--- src/rtl/mhf_pkg.sv ---
package mhf_pkg;

    typedef struct packed {
        logic promisc;
        logic all_mcast;
        logic hash_en;
    } mode_t;

    // One data bit through a reflected CRC register.
    function automatic logic [31:0] crc_bit(input logic [31:0] c,
                                            input logic        d,
                                            input logic [31:0] poly);
        logic [31:0] n;
        n = c >> 1;
        if (c[0] ^ d) n = n ^ poly;
        return n;
    endfunction

endpackage

--- src/rtl/mhf_crc.sv ---
module mhf_crc #(
    parameter int          ADDR_BYTES = 6,
    parameter int          IDX_W      = 6,
    parameter logic [31:0] POLY       = 32'hEDB88320,
    localparam int         ADDR_W     = ADDR_BYTES * 8
) (
    input  logic [ADDR_W-1:0] addr,
    output logic [IDX_W-1:0]  bin_idx
);
    import mhf_pkg::*;

    logic [31:0] crc_acc;

    always_comb begin
        crc_acc = '1;
        for (int b = 0; b < ADDR_BYTES; b++) begin
            for (int k = 0; k < 8; k++) begin
                crc_acc = crc_bit(crc_acc, addr[b*8 + k], POLY);
            end
        end
        bin_idx = crc_acc[31 -: IDX_W];
    end

endmodule

--- src/rtl/mhf_lookup.sv ---
module mhf_lookup #(
    parameter int  IDX_W = 6,
    localparam int BINS  = 1 << IDX_W
) (
    input  logic [BINS-1:0]  table_bits,
    input  logic [IDX_W-1:0] bin_idx,
    output logic             hit
);
    always_comb begin
        hit = table_bits[bin_idx];
    end
endmodule

--- src/rtl/mhf_decide.sv ---
module mhf_decide #(
    parameter int  ADDR_BYTES = 6,
    localparam int ADDR_W     = ADDR_BYTES * 8
) (
    input  logic [ADDR_W-1:0] addr,
    input  logic [ADDR_W-1:0] station,
    input  mhf_pkg::mode_t    mode,
    input  logic              bin_hit,
    output logic              accept,
    output logic              group
);
    logic bcast;
    logic own;

    always_comb begin
        group  = addr[0];
        bcast  = &addr;
        own    = (addr == station);
        if (mode.promisc)
            accept = 1'b1;
        else if (group)
            accept = bcast | mode.all_mcast | (mode.hash_en & bin_hit);
        else
            accept = own;
    end
endmodule

--- src/rtl/mhf_addr_filter.sv ---
module mhf_addr_filter #(
    parameter int          ADDR_BYTES = 6,
    parameter int          IDX_W      = 6,
    parameter int          REG_W      = 32,
    parameter logic [31:0] POLY       = 32'hEDB88320,
    localparam int         ADDR_W     = ADDR_BYTES * 8,
    localparam int         HI_W       = ADDR_W - REG_W,
    localparam int         BINS       = 1 << IDX_W
) (
    input  logic              clk,
    input  logic              rst_n,
    input  logic              dst_valid,
    input  logic [ADDR_W-1:0] dst_addr,
    input  logic [REG_W-1:0]  station_lo,
    input  logic [HI_W-1:0]   station_hi,
    input  logic [REG_W-1:0]  hash_lo,
    input  logic [REG_W-1:0]  hash_hi,
    input  logic              promisc_en,
    input  logic              all_mcast_en,
    input  logic              hash_en,
    output logic              out_valid,
    output logic              out_accept,
    output logic              out_mcast
);
    import mhf_pkg::*;

    typedef struct packed {
        logic              v;
        logic [ADDR_W-1:0] addr;
        logic [IDX_W-1:0]  idx;
    } cap_t;

    typedef struct packed {
        logic v;
        logic accept;
        logic mcast;
    } res_t;

    typedef struct packed {
        cap_t cap;
        res_t res;
    } state_t;

    state_t st_d, st_q;

    logic [IDX_W-1:0] idx_w;
    logic             hit_w;
    logic             acc_w;
    logic             grp_w;
    mode_t            mode_w;

    assign mode_w = '{promisc: promisc_en, all_mcast: all_mcast_en, hash_en: hash_en};

    mhf_crc #(.ADDR_BYTES(ADDR_BYTES), .IDX_W(IDX_W), .POLY(POLY)) u_crc (
        .addr    (dst_addr),
        .bin_idx (idx_w)
    );

    mhf_lookup #(.IDX_W(IDX_W)) u_lookup (
        .table_bits ({hash_hi, hash_lo}),
        .bin_idx    (st_q.cap.idx),
        .hit        (hit_w)
    );

    mhf_decide #(.ADDR_BYTES(ADDR_BYTES)) u_decide (
        .addr    (st_q.cap.addr),
        .station ({station_hi, station_lo}),
        .mode    (mode_w),
        .bin_hit (hit_w),
        .accept  (acc_w),
        .group   (grp_w)
    );

    always_comb begin
        st_d = st_q;
        st_d.cap.v = dst_valid;
        if (dst_valid) begin
            st_d.cap.addr = dst_addr;
            st_d.cap.idx  = idx_w;
        end
        st_d.res.v      = st_q.cap.v;
        st_d.res.accept = st_q.cap.v & acc_w;
        st_d.res.mcast  = st_q.cap.v & grp_w;
    end

    always_ff @(posedge clk) begin
        if (!rst_n) st_q <= '0;
        else        st_q <= st_d;
    end

    assign out_valid  = st_q.res.v;
    assign out_accept = st_q.res.accept;
    assign out_mcast  = st_q.res.mcast;

    assert_latency_R1: assert property (@(posedge clk) disable iff (!rst_n)
        out_valid == $past(dst_valid, 2));

    assert_idle_quiet_R1: assert property (@(posedge clk) disable iff (!rst_n)
        !out_valid |-> (!out_accept && !out_mcast));

    assert_group_flag_R2: assert property (@(posedge clk) disable iff (!rst_n)
        out_valid |-> (out_mcast == $past(dst_addr[0], 2)));

    assert_promisc_wins_R3: assert property (@(posedge clk) disable iff (!rst_n)
        (out_valid && $past(promisc_en)) |-> out_accept);

    assert_unicast_exact_R4: assert property (@(posedge clk) disable iff (!rst_n)
        (out_valid && !$past(promisc_en) && !$past(dst_addr[0], 2)) |->
        (out_accept == ($past(dst_addr, 2) == {$past(station_hi), $past(station_lo)})));

    assert_broadcast_kept_R5: assert property (@(posedge clk) disable iff (!rst_n)
        (out_valid && ($past(dst_addr, 2) == '1)) |-> out_accept);

    assert_group_blocked_R8: assert property (@(posedge clk) disable iff (!rst_n)
        (out_valid && !$past(promisc_en) && !$past(all_mcast_en) && !$past(hash_en)
         && $past(dst_addr[0], 2) && ($past(dst_addr, 2) != '1)) |-> !out_accept);

endmodule

--- config.mk ---
export PLATFORM = sky130hd
export DESIGN_NAME = mhf_addr_filter
export DESIGN_NICKNAME = d
export VERILOG_FILES = /design/src/rtl/mhf_pkg.sv /design/src/rtl/mhf_crc.sv /design/src/rtl/mhf_lookup.sv /design/src/rtl/mhf_decide.sv /design/src/rtl/mhf_addr_filter.sv
export SDC_FILE = /design/constraint.sdc
export NUM_CORES = 1
export LEC_CHECK = 0
export CAP_MARGIN = 40
export CORE_MARGIN = 3
export CORE_UTILIZATION = 48
export CTS_CLUSTER_DIAMETER = 100
export DETAILED_ROUTE_END_ITERATION = 16
export GPL_TIMING_DRIVEN = 0
export PLACE_DENSITY = 0.82
export SLEW_MARGIN = 10
export SYNTH_ARGS = -nofsm -noshare
export SYNTH_HDL_FRONTEND = slang
export SYNTH_SLANG_ARGS = --single-unit
--- constraint.sdc ---
create_clock -name clk -period 3.85 [get_ports clk]
set_input_delay 0.385 -clock clk [delete_from_list [all_inputs] [get_ports clk]]
set_output_delay 0.385 -clock clk [all_outputs]
set_load 0.03 [all_outputs]
======== After elaboration in Yosys (flattened, before gate mapping) ========
Cells that the tools add are included.
cells by class
  add/sub/neg operators ................... 0
  multiply operators ...................... 0
  div/mod/pow operators ................... 0
  $lt $le $gt $ge ......................... 1
  equality and inequality tests ........... 1
  shift operators ......................... 0
  muxes and demuxes ....................... 52
  bitwise gates (word level) .............. 99
  reduce and logical (&&, ||, !) cells .... 1
operator list
  kind                                                                          count
  32-bit 2-to-1 mux                                                             48
  13-bit inverter with 14-bit output                                            47
  48-bit == test                                                                1
  48-bit AND reduction                                                          1
  1-bit bitwise XOR                                                             47
  6-bit by 7-bit less-than comparator with 1-bit output, second input constant  1
  1-bit binary-select mux with 6-bit select                                     1
  1-bit AND                                                                     3
  1-bit 2-to-1 mux                                                              3
  1-bit bitwise OR                                                              2
storage, ports and cells
  flip-flop bits (word level) ............. 58
  bits in latches ......................... 0
  memory bits (writable) .................. 0
  memory bits (read-only) ................. 0
  bits of input ports ..................... 166
  output and inout port bits .............. 3
  word-level logic and storage cells ...... 160
  memories kept ........................... 0

======== Logic depth before layout (Yosys ltp) ========
  depth after elaboration ................. 95
  depth in mapped cells ................... 11
  depth with buffers taken out ............ 10

======== Cells and area by module ========
From an unflattened synthesis, not the netlist that was laid out.
second synthesis, totals
  cells, all modules ...................... 513
  area total of the unflattened synthesis .. 5855.6 um^2
modules (own cells, without submodules)
  module           times used  cells an instance  area each (um^2)  seq. area each (um^2)
  mhf_crc          1           178                2386.0            0.0
  mhf_addr_filter  1           182                2202.1            1161.1
  mhf_decide       1           91                 666.9             0.0
  mhf_lookup       1           62                 600.6             0.0

======== Worst setup path before layout ========
OpenSTA, ideal clock, no wires.
  path type ............................... input -> register
  from .................................... input dst_addr[6]
  to ...................................... register st_q[3] (netlist name)
  setup time .............................. 0.116 ns
  arrival ................................. 3.401 ns
  data required time ...................... 3.734 ns
  path slack .............................. 0.333 ns
  cell stages on the path ................. 11
  buffers on the path ..................... 1
  cells stage by stage .................... buf_6 xnor3_2 xnor3_2 xnor3_2 xnor3_1 xnor3_1 xnor3_2 xnor3_1 xnor2_1 mux2i_1 nor2b_1
on the way
  longest elaborated chain between the ends .. 60
  elaborated cells between the ends (all ways) .. 108
  classes of those cells .................. mux (42); bitwise (66)
RTL lines
  element                                                                                   line                   text
  start, declared                                                                           mhf_addr_filter.sv:13  input logic [ADDR_W-1:0] dst_addr,
  1-bit bitwise XOR (*)                                                                     mhf_pkg.sv:15          if (c[0] ^ d) n = n ^ poly;
  32-bit 2-to-1 mux (*) (6 in series)                                                       mhf_pkg.sv:15
  1-bit bitwise XOR, or another cell as far along                                           mhf_pkg.sv:15
  32-bit 2-to-1 mux (*)                                                                     mhf_pkg.sv:15
  13-bit inverter with 14-bit output (no source line) or 32-bit 2-to-1 mux (tied branches)  -
  32-bit 2-to-1 mux (*)                                                                     mhf_pkg.sv:15
  13-bit inverter with 14-bit output (no source line) or 32-bit 2-to-1 mux (tied branches)  -
  32-bit 2-to-1 mux (*) (2 in series)                                                       mhf_pkg.sv:15
  [32 not listed]                                                                           -
  13-bit inverter with 14-bit output (no source line), or another cell as far along         -
  32-bit 2-to-1 mux (*) (6 in series)                                                       mhf_pkg.sv:15
  1-bit bitwise XOR or 13-bit inverter with 14-bit output (tied branches)                   -
  32-bit 2-to-1 mux (*) (2 in series)                                                       mhf_pkg.sv:15
  13-bit inverter with 14-bit output (no source line)                                       -
  32-bit 2-to-1 mux (*)                                                                     mhf_pkg.sv:15
  13-bit inverter with 14-bit output (no source line)                                       -
  32-bit 2-to-1 mux (*)                                                                     mhf_pkg.sv:15
  end signal, assigned                                                                      mhf_addr_filter.sv:88  else st_q <= st_d;
  end, declared                                                                             mhf_addr_filter.sv:44  state_t st_d, st_q;
Every way passes the cells marked *.
A chain may end at the register's enable or synchronous reset.

======== Final worst setup path ========
  from .................................... input dst_addr[13]
  to ...................................... register st_q[3] (netlist name)
on the way
  longest elaborated chain between the ends .. 51
  elaborated cells between the ends (all ways) .. 87
  classes of those cells .................. mux (35); bitwise (52)
RTL lines
  element                                                                                   line
  1-bit bitwise XOR (*)                                                                     mhf_pkg.sv:15
  32-bit 2-to-1 mux (*) (2 in series)                                                       mhf_pkg.sv:15
  13-bit inverter with 14-bit output (no source line) or 32-bit 2-to-1 mux (tied branches)  -
  32-bit 2-to-1 mux (*)                                                                     mhf_pkg.sv:15
  13-bit inverter with 14-bit output (no source line)                                       -
  32-bit 2-to-1 mux (*) (2 in series)                                                       mhf_pkg.sv:15
  13-bit inverter with 14-bit output (no source line) or 32-bit 2-to-1 mux (tied branches)  -
  32-bit 2-to-1 mux (*)                                                                     mhf_pkg.sv:15
  [32 not listed]                                                                           -
  1-bit bitwise XOR or 32-bit 2-to-1 mux (tied branches)                                    mhf_pkg.sv:15
  32-bit 2-to-1 mux (*)                                                                     mhf_pkg.sv:15
  13-bit inverter with 14-bit output (no source line) or 1-bit bitwise XOR (tied branches)  -
  32-bit 2-to-1 mux (*) (2 in series)                                                       mhf_pkg.sv:15
  13-bit inverter with 14-bit output (no source line)                                       -
  32-bit 2-to-1 mux (*)                                                                     mhf_pkg.sv:15
  13-bit inverter with 14-bit output (no source line)                                       -
  32-bit 2-to-1 mux (*)                                                                     mhf_pkg.sv:15
Marked as above.

==> results <==
[kinds of logic after synthesis]
logic type	Yosys count	share of synthesized area, %
DFF	58	21.3
muxes	69	16.4
and+or+nand+nor	104	11.4
xor gates and xnor gates	208	46.5
AOI/OAI and AO/OA	12	1.56
buffers and inverters	30	2.90
[Yosys cell counts (all sizes together)]
library cell,instances,area [µm²]
a211oi,1,7.51
a21oi,2,10.0
a221oi,1,8.76
a22oi,4,30.0
a31oi,3,18.8
and2,3,18.8
and3,1,6.26
buf,15,101
clkbuf,14,52.6
dfxtp,58,1160
inv,1,3.75
mux2i,53,531
mux4,16,360
nand2,7,26.3
nand3,8,40.0
nand4,16,100
nor2,2,7.51
nor2b,54,338
nor4,13,81.3
o211a,1,10.0
xnor2,100,898
xnor3,44,1000
xor2,60,533
xor3,4,98.9
[power groups by stage]
| stage | Combinational (mW) | Sequential, mW | Clock, mW |
|---|---|---|---|
| 2_1_floorplan | 5.02 | 0.733 | 0 |
| 3_3_place_gp | 5.79 | 0.742 | 0 |
| 3_5_place_dp | 5.91 | 0.746 | 0 |
| 4_1_cts | 5.97 | 0.735 | 0.852 |
| 5_1_grt | 6.35 | 0.741 | 0.880 |
| 6_report | 5.89 | 0.737 | 0.853 |
[worst paths after layout]
| kind | endpoint | startpoint | cells past startpoint | slack (ns) |
|---|---|---|---|---|
| worst min register to register | out_valid$_SDFF_PN0_ | st_d[2]$_SDFF_PN0_ | 1 | 0.50 |
| worst min-delay path | st_q[24]$_SDFFE_PN0P_ | dst_addr[15] | 3 | 0.38 |
| worst max-delay path | st_q[3]$_SDFFE_PN0P_ | dst_addr[13] | 11 | 0.16 |
| worst max register to register | out_accept$_SDFF_PN0_ | st_q[3]$_SDFFE_PN0P_ | 11 | 1.14 |
[metal layers]
metal  routed length, µm  vias to the layer above
li1                    -                     1997
met1                6570                     2055
met2                8140                      210
met3                1300                       30
met4                 330                        0
met5                   0                        -
[what timing repair did]
action / 4_1_cts / 5_1_grt
setup endpoints to repair: 1 / 4
gates cloned: 0 / 0
hold endpoints to repair: 0 / 0
gates resized for setup: 1 / 3
[critical path, delay by kind of cell]
kind,cells,cell delay (ns)
xor gates and xnor gates,8,2.69
buffers and inverters,1,0.62
muxes,1,0.14
and+or+nand+nor,1,0.06
[registers in the layout, indices dropped and copies added (netlist names)]
signal,count
out_accept,1
out_mcast,1
out_valid,1
st_d,1
st_q,54
[cell type report]
| class | instances | area (µm²) |
|---|---|---|
| plain buffers | 29 | 154 |
| clock buffers | 11 | 243 |
| clock inverters | 5 | 77.6 |
| fillers | 835 | 3480 |
| inverters | 1 | 3.75 |
| multi-input cells | 393 | 4150 |
| flip-flops and latches | 58 | 1160 |
| well taps | 140 | 175 |
| repair buffers | 154 | 1540 |
[layout by cell type, fill, tap and decap left out, types with 13 or more instances in the layout]
cell type        count
nand4_1             16
nor2b_1             54
xor2_1              57
xnor2_1             96
mux2i_1             53
xnor3_1             38
nor4_1              13
clkdlybuf4s50_1    153
dfxtp_1             58
mux4_2              16
clkbuf_1            15
==> results.py <==
metrics = {
    "cells_and_area": {
        "syn2layout_area_growth_pct": 37.9,
        "drive_gt1_share_pct": 8.60,
        "nets": 812,
        "fin_util_pct": 68.3,
        "diodes": 0,
        "final_cell_area_mm2": 0.00751,
        "stdcell_count": 791,
    },
    "floorplan": {
        "fp.dieH_um": 112,
        "num_rows": 38,
        "dieArea_mm2": 0.0127,
        "pin_count": 169,
        "initial_core_util_pct": 49.6,
        "design.core.area_mm2": 0.0110,
        "die_w_um": 112,
    },
    "grt": {
        "met3_usage_pct": 4.91,
        "grt.total_usage_pct": 25.8,
        "grt.busiest_layer": "met2",
        "grt_max_degree": 11,
        "grt_pass1_wl_um": 25000,
        "use_met1_pct": 32.2,
        "grt_pass1_vias": 4644,
        "overflow": 0,
        "antenna_found_initial": 0,
        "use_met2_pct": 46.1,
    },
    "route": {
        "wl_per_cell_um": 20.7,
        "firstDrtPassIters": 4,
        "drtIter0Drc": 242,
        "routed_wirelength_um": 16300,
        "vias": 4292,
        "ant_nets": 0,
        "avgViaCountPerCell": 5.43,
        "drcViolationCount": 0,
    },
    "sta": {
        "relSlewSlack_pct": 46.8,
        "timing.fmax_mhz": 271,
        "maxSlewViolCount": 0,
        "holdWs_ns": 0.378,
        "fin_tns_setup_ns": 0,
        "fin_crit_sh_pct": 95.9,
        "timing.final.hold_violations": 0,
        "rsz0062_at_grt": "no",
        "finalSetupViolCount": 0,
        "timing.final.ws_setup_ns": 0.159,
        "period_minus_slack_ns": 3.69,
        "skew_ns": 0.00275,
        "worst_pin_slew_ns": 0.797,
    },
    "flow_run": {
        "maxCapViolations": 0,
    },
    "logic_synthesis": {
        "postSynthAreaPerCell_um2": 11.3,
        "yosys_warnings": 0,
        "syn-cell-area_mm2": 0.00544,
        "ys_seq_area_share_pct": 21.3,
        "synth_fp_nets": 647,
        "ys_ff_latch": 58,
        "netlist_instances": 481,
        "synth.distinct_cells": 32,
    },
    "clock_tree": {
        "htree_num_levels": 3,
        "cts_buffer_depth": 2,
        "cts_root_buf": "clkbuf_16",
        "cts_tree": "yes",
        "clock_latency_ns": 0.32,
        "numCtsBuffers": 9,
        "cts_hold_buf": 0,
        "cts_sinks": 58,
        "cts_setup_buffers": 0,
        "clkTransAtPathRegs_ns": 0.05,
    },
    "critical_path": {
        "critPathCaptureType": "register",
        "crit_path_start_kind": "primary input",
        "required_ns": 4.07,
        "critical_path_class": "in2reg",
        "critPathArrivalTime_ns": 3.91,
        "cpMaxStageDelayCell": "clkdlybuf4s50_1",
        "crit_chain": "clkdlybuf4s50_1 > xor3_1 > xnor2_2 > xnor3_1 > xnor3_2 > xnor3_1 > xnor3_2 > xnor3_1 > xnor2_1 > mux2i_1 > nor2b_1",
        "critPathMostFrequentCell": "xnor3_1",
        "worstPathMaxFanout": 5,
        "slowest_delay_ns": 0.62,
    },
    "placed_design": {
        "place_area_mm2": 0.00716,
        "dp.cells": 775,
        "port_buffers": 154,
        "place_ws_ns": -0.385,
        "place.gp.congestion": 0.922,
        "dp_hpwl_um": 13500,
    },
    "power": {
        "power_density_mw_per_mm2": 997,
        "sw_frac_of_total_pct": 36.4,
        "p_switching_mw": 2.72,
        "peakVddDrop_v": 0.00217,
        "finalPower_mw": 7.48,
        "seqPwrFrac_pct": 9.9,
        "p_int_mw": 4.76,
        "p_clk_share_pct": 11.4,
        "power_frac_comb_pct": 78.8,
        "p_leak_nw": 3.18,
    },
    "min_path": {
        "hold_class": "in2reg",
    },
    "run_status": {
        "outcome": "complete, no violations",
    },
}
(Power assumes the default switching activity.)
